[config.mk]
export PLATFORM = sky130hd
export DESIGN_NAME = cpwm3_timer
export DESIGN_NICKNAME = d
export VERILOG_FILES = /design/src/rtl/cpwm3_pkg.sv /design/src/rtl/cpwm3_counter.sv /design/src/rtl/cpwm3_phase.sv /design/src/rtl/cpwm3_ctrl.sv /design/src/rtl/cpwm3_timer.sv
export SDC_FILE = /design/constraint.sdc
export NUM_CORES = 1
export LEC_CHECK = 0
export BUFFER_PORTS_ARGS = -buffer_cell sky130_fd_sc_hd__buf_2
export CAP_MARGIN = 10
export CORE_MARGIN = 3
export CORE_UTILIZATION = 60
export DETAILED_ROUTE_END_ITERATION = 8
export PLACE_DENSITY = 0.78
export SKIP_CTS_REPAIR_TIMING = 1
export SYNTH_ARGS = -nofsm -noshare
export SYNTH_HDL_FRONTEND = slang
export SYNTH_HIERARCHICAL = 1
export SYNTH_SLANG_ARGS = --single-unit
[constraint.sdc]
create_clock -name clk -period 4.6 [get_ports clk]
set_input_delay 0.69 -clock clk [delete_from_list [all_inputs] [get_ports clk]]
set_output_delay 0.69 -clock clk [all_outputs]
set_load 0.05 [all_outputs]
[src/rtl/cpwm3_pkg.sv]
package cpwm3_pkg;
    localparam int NPAIR = 3;

    typedef enum logic [1:0] {
        ST_IDLE = 2'd0,
        ST_RUN  = 2'd1,
        ST_CUT  = 2'd2
    } run_state_t;

    localparam logic [2:0] A_CTRL  = 3'd0;
    localparam logic [2:0] A_LVL   = 3'd1;
    localparam logic [2:0] A_PER   = 3'd2;
    localparam logic [2:0] A_DUTY0 = 3'd3;
    localparam logic [2:0] A_CNT   = 3'd6;
    localparam logic [2:0] A_FLAG  = 3'd7;

    localparam int F_PER  = 0;
    localparam int F_DUTY = 1;
    localparam int F_OVF  = 4;
    localparam int F_CUT  = 5;
    localparam int NFLAG  = 6;
endpackage

[src/rtl/cpwm3_counter.sv]
module cpwm3_counter #(
    parameter int CW = 16
) (
    input  logic          clk,
    input  logic          rst_n,
    input  logic          step,
    input  logic          ld,
    input  logic [CW-1:0] ld_val,
    input  logic [CW-1:0] period,
    output logic [CW-1:0] cnt,
    output logic          period_hit,
    output logic          ovf_hit
);
    localparam logic [CW-1:0] CNT_MAX = '1;

    assign period_hit = step && (cnt == period);
    assign ovf_hit    = step && (cnt == CNT_MAX) && (cnt != period);

    always_ff @(posedge clk or negedge rst_n) begin
        if (!rst_n) begin
            cnt <= '0;
        end else if (ld) begin
            cnt <= ld_val;
        end else if (step) begin
            cnt <= (cnt == period) ? '0 : cnt + 1'b1;
        end
    end
endmodule

[src/rtl/cpwm3_phase.sv]
module cpwm3_phase #(
    parameter int CW = 16
) (
    input  logic [CW-1:0] cnt,
    input  logic [CW-1:0] duty,
    input  logic          act_n,
    input  logic          act_c,
    input  logic          idle_n,
    input  logic          idle_c,
    input  logic          live,
    output logic          out_n,
    output logic          out_c
);
    logic above;

    always_comb begin
        above = (cnt > duty);
        out_n = live ? (above ? act_n : ~act_n) : idle_n;
        out_c = live ? (above ? ~act_c : act_c) : idle_c;
    end
endmodule

[src/rtl/cpwm3_ctrl.sv]
module cpwm3_ctrl
    import cpwm3_pkg::*;
(
    input  logic       clk,
    input  logic       rst_n,
    input  logic       start_req,
    input  logic       stop_req,
    input  logic       auto_stop,
    input  logic       period_hit,
    input  logic       cut_flag,
    input  logic       cut_now,
    output run_state_t st,
    output logic       running,
    output logic       live
);
    run_state_t st_nx;

    always_comb begin
        st_nx = st;
        unique case (st)
            ST_IDLE: begin
                if (start_req) st_nx = cut_flag ? ST_CUT : ST_RUN;
            end
            ST_RUN: begin
                if (stop_req || (auto_stop && period_hit)) st_nx = ST_IDLE;
                else if (cut_flag)                         st_nx = ST_CUT;
            end
            ST_CUT: begin
                if (stop_req || (auto_stop && period_hit)) st_nx = ST_IDLE;
                else if (!cut_flag)                        st_nx = ST_RUN;
            end
            default: st_nx = ST_IDLE;
        endcase
    end

    always_ff @(posedge clk or negedge rst_n) begin
        if (!rst_n) st <= ST_IDLE;
        else        st <= st_nx;
    end

    always_comb begin
        running = (st != ST_IDLE);
        live    = (st == ST_RUN) && !cut_now;
    end
endmodule

[src/rtl/cpwm3_timer.sv]
module cpwm3_timer
    import cpwm3_pkg::*;
#(
    parameter int CW = 16
) (
    input  logic          clk,
    input  logic          rst_n,
    input  logic          cnt_tick,
    input  logic          bus_we,
    input  logic [2:0]    bus_addr,
    input  logic [CW-1:0] bus_wdata,
    output logic [CW-1:0] bus_rdata,
    input  logic          cut_req,
    output logic [2:0]    pwm_n,
    output logic [2:0]    pwm_c,
    output logic          pwm_tgl,
    output logic [5:0]    evt_flags
);
    logic               stop_by_write;
    logic               cut_en;
    logic [3:0]         lvl;
    logic [CW-1:0]      per_sh, per_act;
    logic [CW-1:0]      duty_sh  [NPAIR];
    logic [CW-1:0]      duty_act [NPAIR];
    logic [NFLAG-1:0]   flags, flag_set, flag_clr;
    logic [CW-1:0]      cnt;
    logic               period_hit, ovf_hit, step, running, live, cut_now;
    logic               ctrl_wr, cnt_ld, reload;
    run_state_t         st;

    assign ctrl_wr = bus_we && (bus_addr == A_CTRL);
    assign cnt_ld  = bus_we && (bus_addr == A_CNT);
    assign step    = running && cnt_tick;
    assign cut_now = flags[F_CUT] || (cut_req && cut_en);
    assign reload  = (st == ST_IDLE) || period_hit;

    cpwm3_ctrl u_ctrl (
        .clk        (clk),
        .rst_n      (rst_n),
        .start_req  (ctrl_wr && bus_wdata[0]),
        .stop_req   (ctrl_wr && !bus_wdata[0] && stop_by_write),
        .auto_stop  (!stop_by_write),
        .period_hit (period_hit),
        .cut_flag   (flags[F_CUT]),
        .cut_now    (cut_now),
        .st         (st),
        .running    (running),
        .live       (live)
    );

    cpwm3_counter #(.CW(CW)) u_cnt (
        .clk        (clk),
        .rst_n      (rst_n),
        .step       (step),
        .ld         (cnt_ld),
        .ld_val     (bus_wdata),
        .period     (per_act),
        .cnt        (cnt),
        .period_hit (period_hit),
        .ovf_hit    (ovf_hit)
    );

    // control, level and period registers
    always_ff @(posedge clk or negedge rst_n) begin
        if (!rst_n) begin
            stop_by_write <= 1'b0;
            cut_en        <= 1'b0;
            lvl           <= '0;
            per_sh        <= '0;
            per_act       <= '0;
            pwm_tgl       <= 1'b0;
        end else begin
            if (ctrl_wr) begin
                stop_by_write <= bus_wdata[1];
                cut_en        <= bus_wdata[2];
            end
            if (bus_we && bus_addr == A_LVL) lvl    <= bus_wdata[3:0];
            if (bus_we && bus_addr == A_PER) per_sh <= bus_wdata;
            if (reload)                      per_act <= per_sh;
            pwm_tgl <= pwm_tgl ^ period_hit;
        end
    end

    for (genvar i = 0; i < NPAIR; i++) begin : g_pair
        localparam logic [2:0] MY_ADDR = A_DUTY0 + 3'(i);

        always_ff @(posedge clk or negedge rst_n) begin
            if (!rst_n) begin
                duty_sh[i]  <= '0;
                duty_act[i] <= '0;
            end else begin
                if (bus_we && bus_addr == MY_ADDR) duty_sh[i] <= bus_wdata;
                if (reload)                        duty_act[i] <= duty_sh[i];
            end
        end

        assign flag_set[F_DUTY+i] = step && (cnt == duty_act[i]);

        cpwm3_phase #(.CW(CW)) u_phase (
            .cnt    (cnt),
            .duty   (duty_act[i]),
            .act_n  (lvl[0]),
            .act_c  (lvl[1]),
            .idle_n (lvl[2]),
            .idle_c (lvl[3]),
            .live   (live),
            .out_n  (pwm_n[i]),
            .out_c  (pwm_c[i])
        );
    end

    assign flag_set[F_PER] = period_hit;
    assign flag_set[F_OVF] = ovf_hit;
    assign flag_set[F_CUT] = cut_req && cut_en;
    assign flag_clr = (bus_we && bus_addr == A_FLAG) ? bus_wdata[NFLAG-1:0] : '0;

    always_ff @(posedge clk or negedge rst_n) begin
        if (!rst_n) flags <= '0;
        else        flags <= (flags & ~flag_clr) | flag_set;
    end

    assign evt_flags = flags;

    always_comb begin
        bus_rdata = '0;
        unique case (bus_addr)
            A_CTRL:  bus_rdata[2:0] = {cut_en, stop_by_write, running};
            A_LVL:   bus_rdata[3:0] = lvl;
            A_PER:   bus_rdata = per_sh;
            A_CNT:   bus_rdata = cnt;
            A_FLAG:  bus_rdata[NFLAG-1:0] = flags;
            default: bus_rdata = duty_sh[bus_addr - A_DUTY0];
        endcase
    end
endmodule

==> metrics.txt <==
outcome=finished clean; sequential-to-total area share from yosys stat=0.408; number of warnings issued by yosys=6; DRC viols=0; count of antenna-violating nets left after detailed routing=0; pwr dens=654 nW/um^2; portion of total power attributed to combinational logic=0.421; first-pass GRT wire length=40400 um; CP Data Arrival Time=3040 ps; launch point of the worst reg-to-reg path=u_cnt/cnt[2]$_DFFE_PN0P_; Root Buffer Master=sky130_fd_sc_hd__clkbuf_16; sw frac=0.422; commonest cells after routing, fill and taps aside=159 x sky130_fd_sc_hd__dfrtp_1, 134 x sky130_fd_sc_hd__mux2_2, 59 x sky130_fd_sc_hd__inv_1, 55 x sky130_fd_sc_hd__xor2_1, 53 x sky130_fd_sc_hd__ha_1; final critical-path share of the clock period=0.811; Finish-stage setup viols=0; timing startpoint of the critical path=u_cnt/cnt[11]$_DFFE_PN0P_; final weighted congestion in routability-driven placement=0.903; worst slew slack as a fraction of its limit=0.456; Fmax achieved=268 MHz; largest net degree at the start of global routing=90; MaxCap Viol Count=0; Worst setup EP type=primary output; post-DR vias/cell=6.23; clock tree from TritonCTS=yes; synthesis-to-layout area growth=10.3%; initial antenna violation count=0; Sum Neg Setup Slack=0 ps; number of CTS-inserted buffers=17; Syn Area/Cell=11.1 um^2; data required time of the worst path=3910 ps; Ports=53; via count of the first global-routing pass=7229; share of flip-flops with an asynchronous set or reset after synthesis=1.00; maximum vdd drop=440 uV; mapped cell area=9750 um^2; pin slew with the least headroom to its limit=816 ps; router iterations before antenna repair=5; Post-Place Worst Slack=994 ps; DIE HEIGHT=133 um; Final WS setup=869 ps; overall die width=133 um; overall routed net length=25500 um; EDFF count, synth=0; via count=7196; Critical Setup Path Class=register to primary output; RSZ-0062 raised after global routing=no; highest fanout seen on the critical path=13; violation count after the first detailed-route iteration=683; clock sink count=159; Port Buffer Count=52; die area=17800 um^2; setup clock skew after layout=11.3 ps; average detailed-routed wire length per instance=22.1 um; Worst Setup Start Kind=register; Post-Syn Nets=958; number of distinct library cells after synthesis=60; hold crit path type=input pin to asynchronous set/reset pin; share of final-layout standard cells stronger than drive strength 1=0.290; CTS HTree Levels=4; Detail Placement HPWL=17900 um; Leak Pwr=0.00502 uW; area of the core region=15500 um^2; total global routing overflow=0; cell row count=45; sequential power share=0.386; Initial Utilization=0.627; insertion delay to the later sink of the worst-skew pair=420 ps; Clock Pin Slew Worst Setup and Hold Paths=60 ps; post-synthesis instance total=881; Final Net Count=1007; most frequent standard cell in the layout excluding fill and tap cells=sky130_fd_sc_hd__dfrtp_1; most common flop cell mapped by yosys=sky130_fd_sc_hd__dfrtp_1; number of buffers on the longest clock path=2; internal power=4060 uW; Clk pwr share=0.193; final hold viol count=0; clock period minus final worst setup slack=3730 ps; FF+latch count, synth=159; fin. max-slew vios=0; global-route usage over all layers=0.292; switching power of the nets=2970 uW
-- layer usage --
layer / share of wire / track usage
met5: 0 / 0
met3: 0.073 / 0.0627
met2: 0.47 / 0.468
met4: 0.022 / 0.0960
met1: 0.43 / 0.399
-- worst max-delay path, cell delays in order, from the launching register on --
cell	delay, ps
sky130_fd_sc_hd__dfrtp_1	620
sky130_fd_sc_hd__ha_1	450
sky130_fd_sc_hd__nand4_1	260
sky130_fd_sc_hd__a2111oi_0	770
sky130_fd_sc_hd__o31ai_1	150
sky130_fd_sc_hd__nand3_1	100
sky130_fd_sc_hd__buf_2	260
-- sequential cells by signal (all words and copies together) (netlist names), 2 cells and up --
register,count
u_cnt/cnt,16
per_sh,16
lvl,4
duty_act,48
duty_sh,48
per_act,16
evt_flags,6
u_ctrl/st,2
-- Yosys cell counts, drive strengths merged (6+ instances only) --
master	instances	area (um^2)
a211oi	6	45.0
a21o	12	90.1
a21oi	51	255
a221oi	8	70.1
and2	8	50.1
and3	7	62.6
buf	25	184
clkbuf	8	30.0
dfrtp	159	3980
ha	53	663
inv	59	221
mux2	154	1810
mux2i	11	110
nand2	45	184
nand2b	7	43.8
nand3	14	85.1
nand4	28	194
nor2	19	71.3
nor2b	7	51.3
nor3	8	40.0
nor3b	16	120
nor4	12	93.8
o21ai	33	165
o22ai	7	43.8
o31ai	6	45.0
xnor2	25	219
xor2	55	482
-- final timing paths --
check	to	slack [ps]	cells after the start
min in group clk	pwm_tgl$_DFF_PN0_	460	1
max in group asynchronous	duty_act[2]$_DFFE_PN0P_	3210	2
worst max register to register	duty_act[25]$_DFFE_PN0P_	1440	8
worst max-delay path	pwm_c[1]	870	6
worst min register to register	pwm_tgl$_DFF_PN0_	460	1
worst min-delay path	per_act[10]$_DFFE_PN0P_	300	1
-- cells by family (layout without fill, tap and decap cells) --
| kind of cell | count (synthesis) | count (layout) | synth area share |
|---|---|---|---|
| AOI/OAI and AO/OA | 146 | 146 | 0.0941 |
| muxes | 165 | 165 | 0.197 |
| xor gates and xnor gates | 80 | 80 | 0.0719 |
| DFF | 159 | 159 | 0.408 |
| other | 0 | 1 | 0 |
| and+or+nand+nor | 186 | 186 | 0.116 |
| adders and majority gates | 53 | 53 | 0.0680 |
| buffers and inverters | 92 | 154 | 0.0447 |
-- layout make-up --
| type | instances | area [um^2] |
|---|---|---|
| fillers | 1194 | 4790 |
| multi-input cells | 630 | 5350 |
| clock inverters | 14 | 131 |
| clock buffers | 18 | 439 |
| flip-flops and latches | 159 | 3980 |
| repair buffers | 63 | 362 |
| diodes | 1 | 2.50 |
| inverters | 59 | 221 |
| well taps | 211 | 264 |
-- metrics by stage --
stage	cell area, um^2	power [uW]	instances	hold slack, ps	util
2_1_floorplan	9750	4710	881	394	-
3_5_place_dp	10200	5590	1122	449	0.655
6_report	10700	7030	1155	303	0.692
5_1_grt	10700	7460	1154	373	0.691
3_3_place_gp	10200	5500	1122	446	0.655
4_1_cts	10700	6990	1154	361	0.691
-- power by group through the flow --
| stage | clock [uW] | sequential, uW | combinational, uW |
|---|---|---|---|
| 2_1_floorplan | 0 | 2400 | 2310 |
| 3_3_place_gp | 0 | 2690 | 2810 |
| 3_5_place_dp | 0 | 2710 | 2880 |
| 4_1_cts | 1360 | 2690 | 2930 |
| 5_1_grt | 1430 | 2780 | 3250 |
| 6_report | 1360 | 2720 | 2960 |
Note: power is estimated with default switching activity, not from simulation.
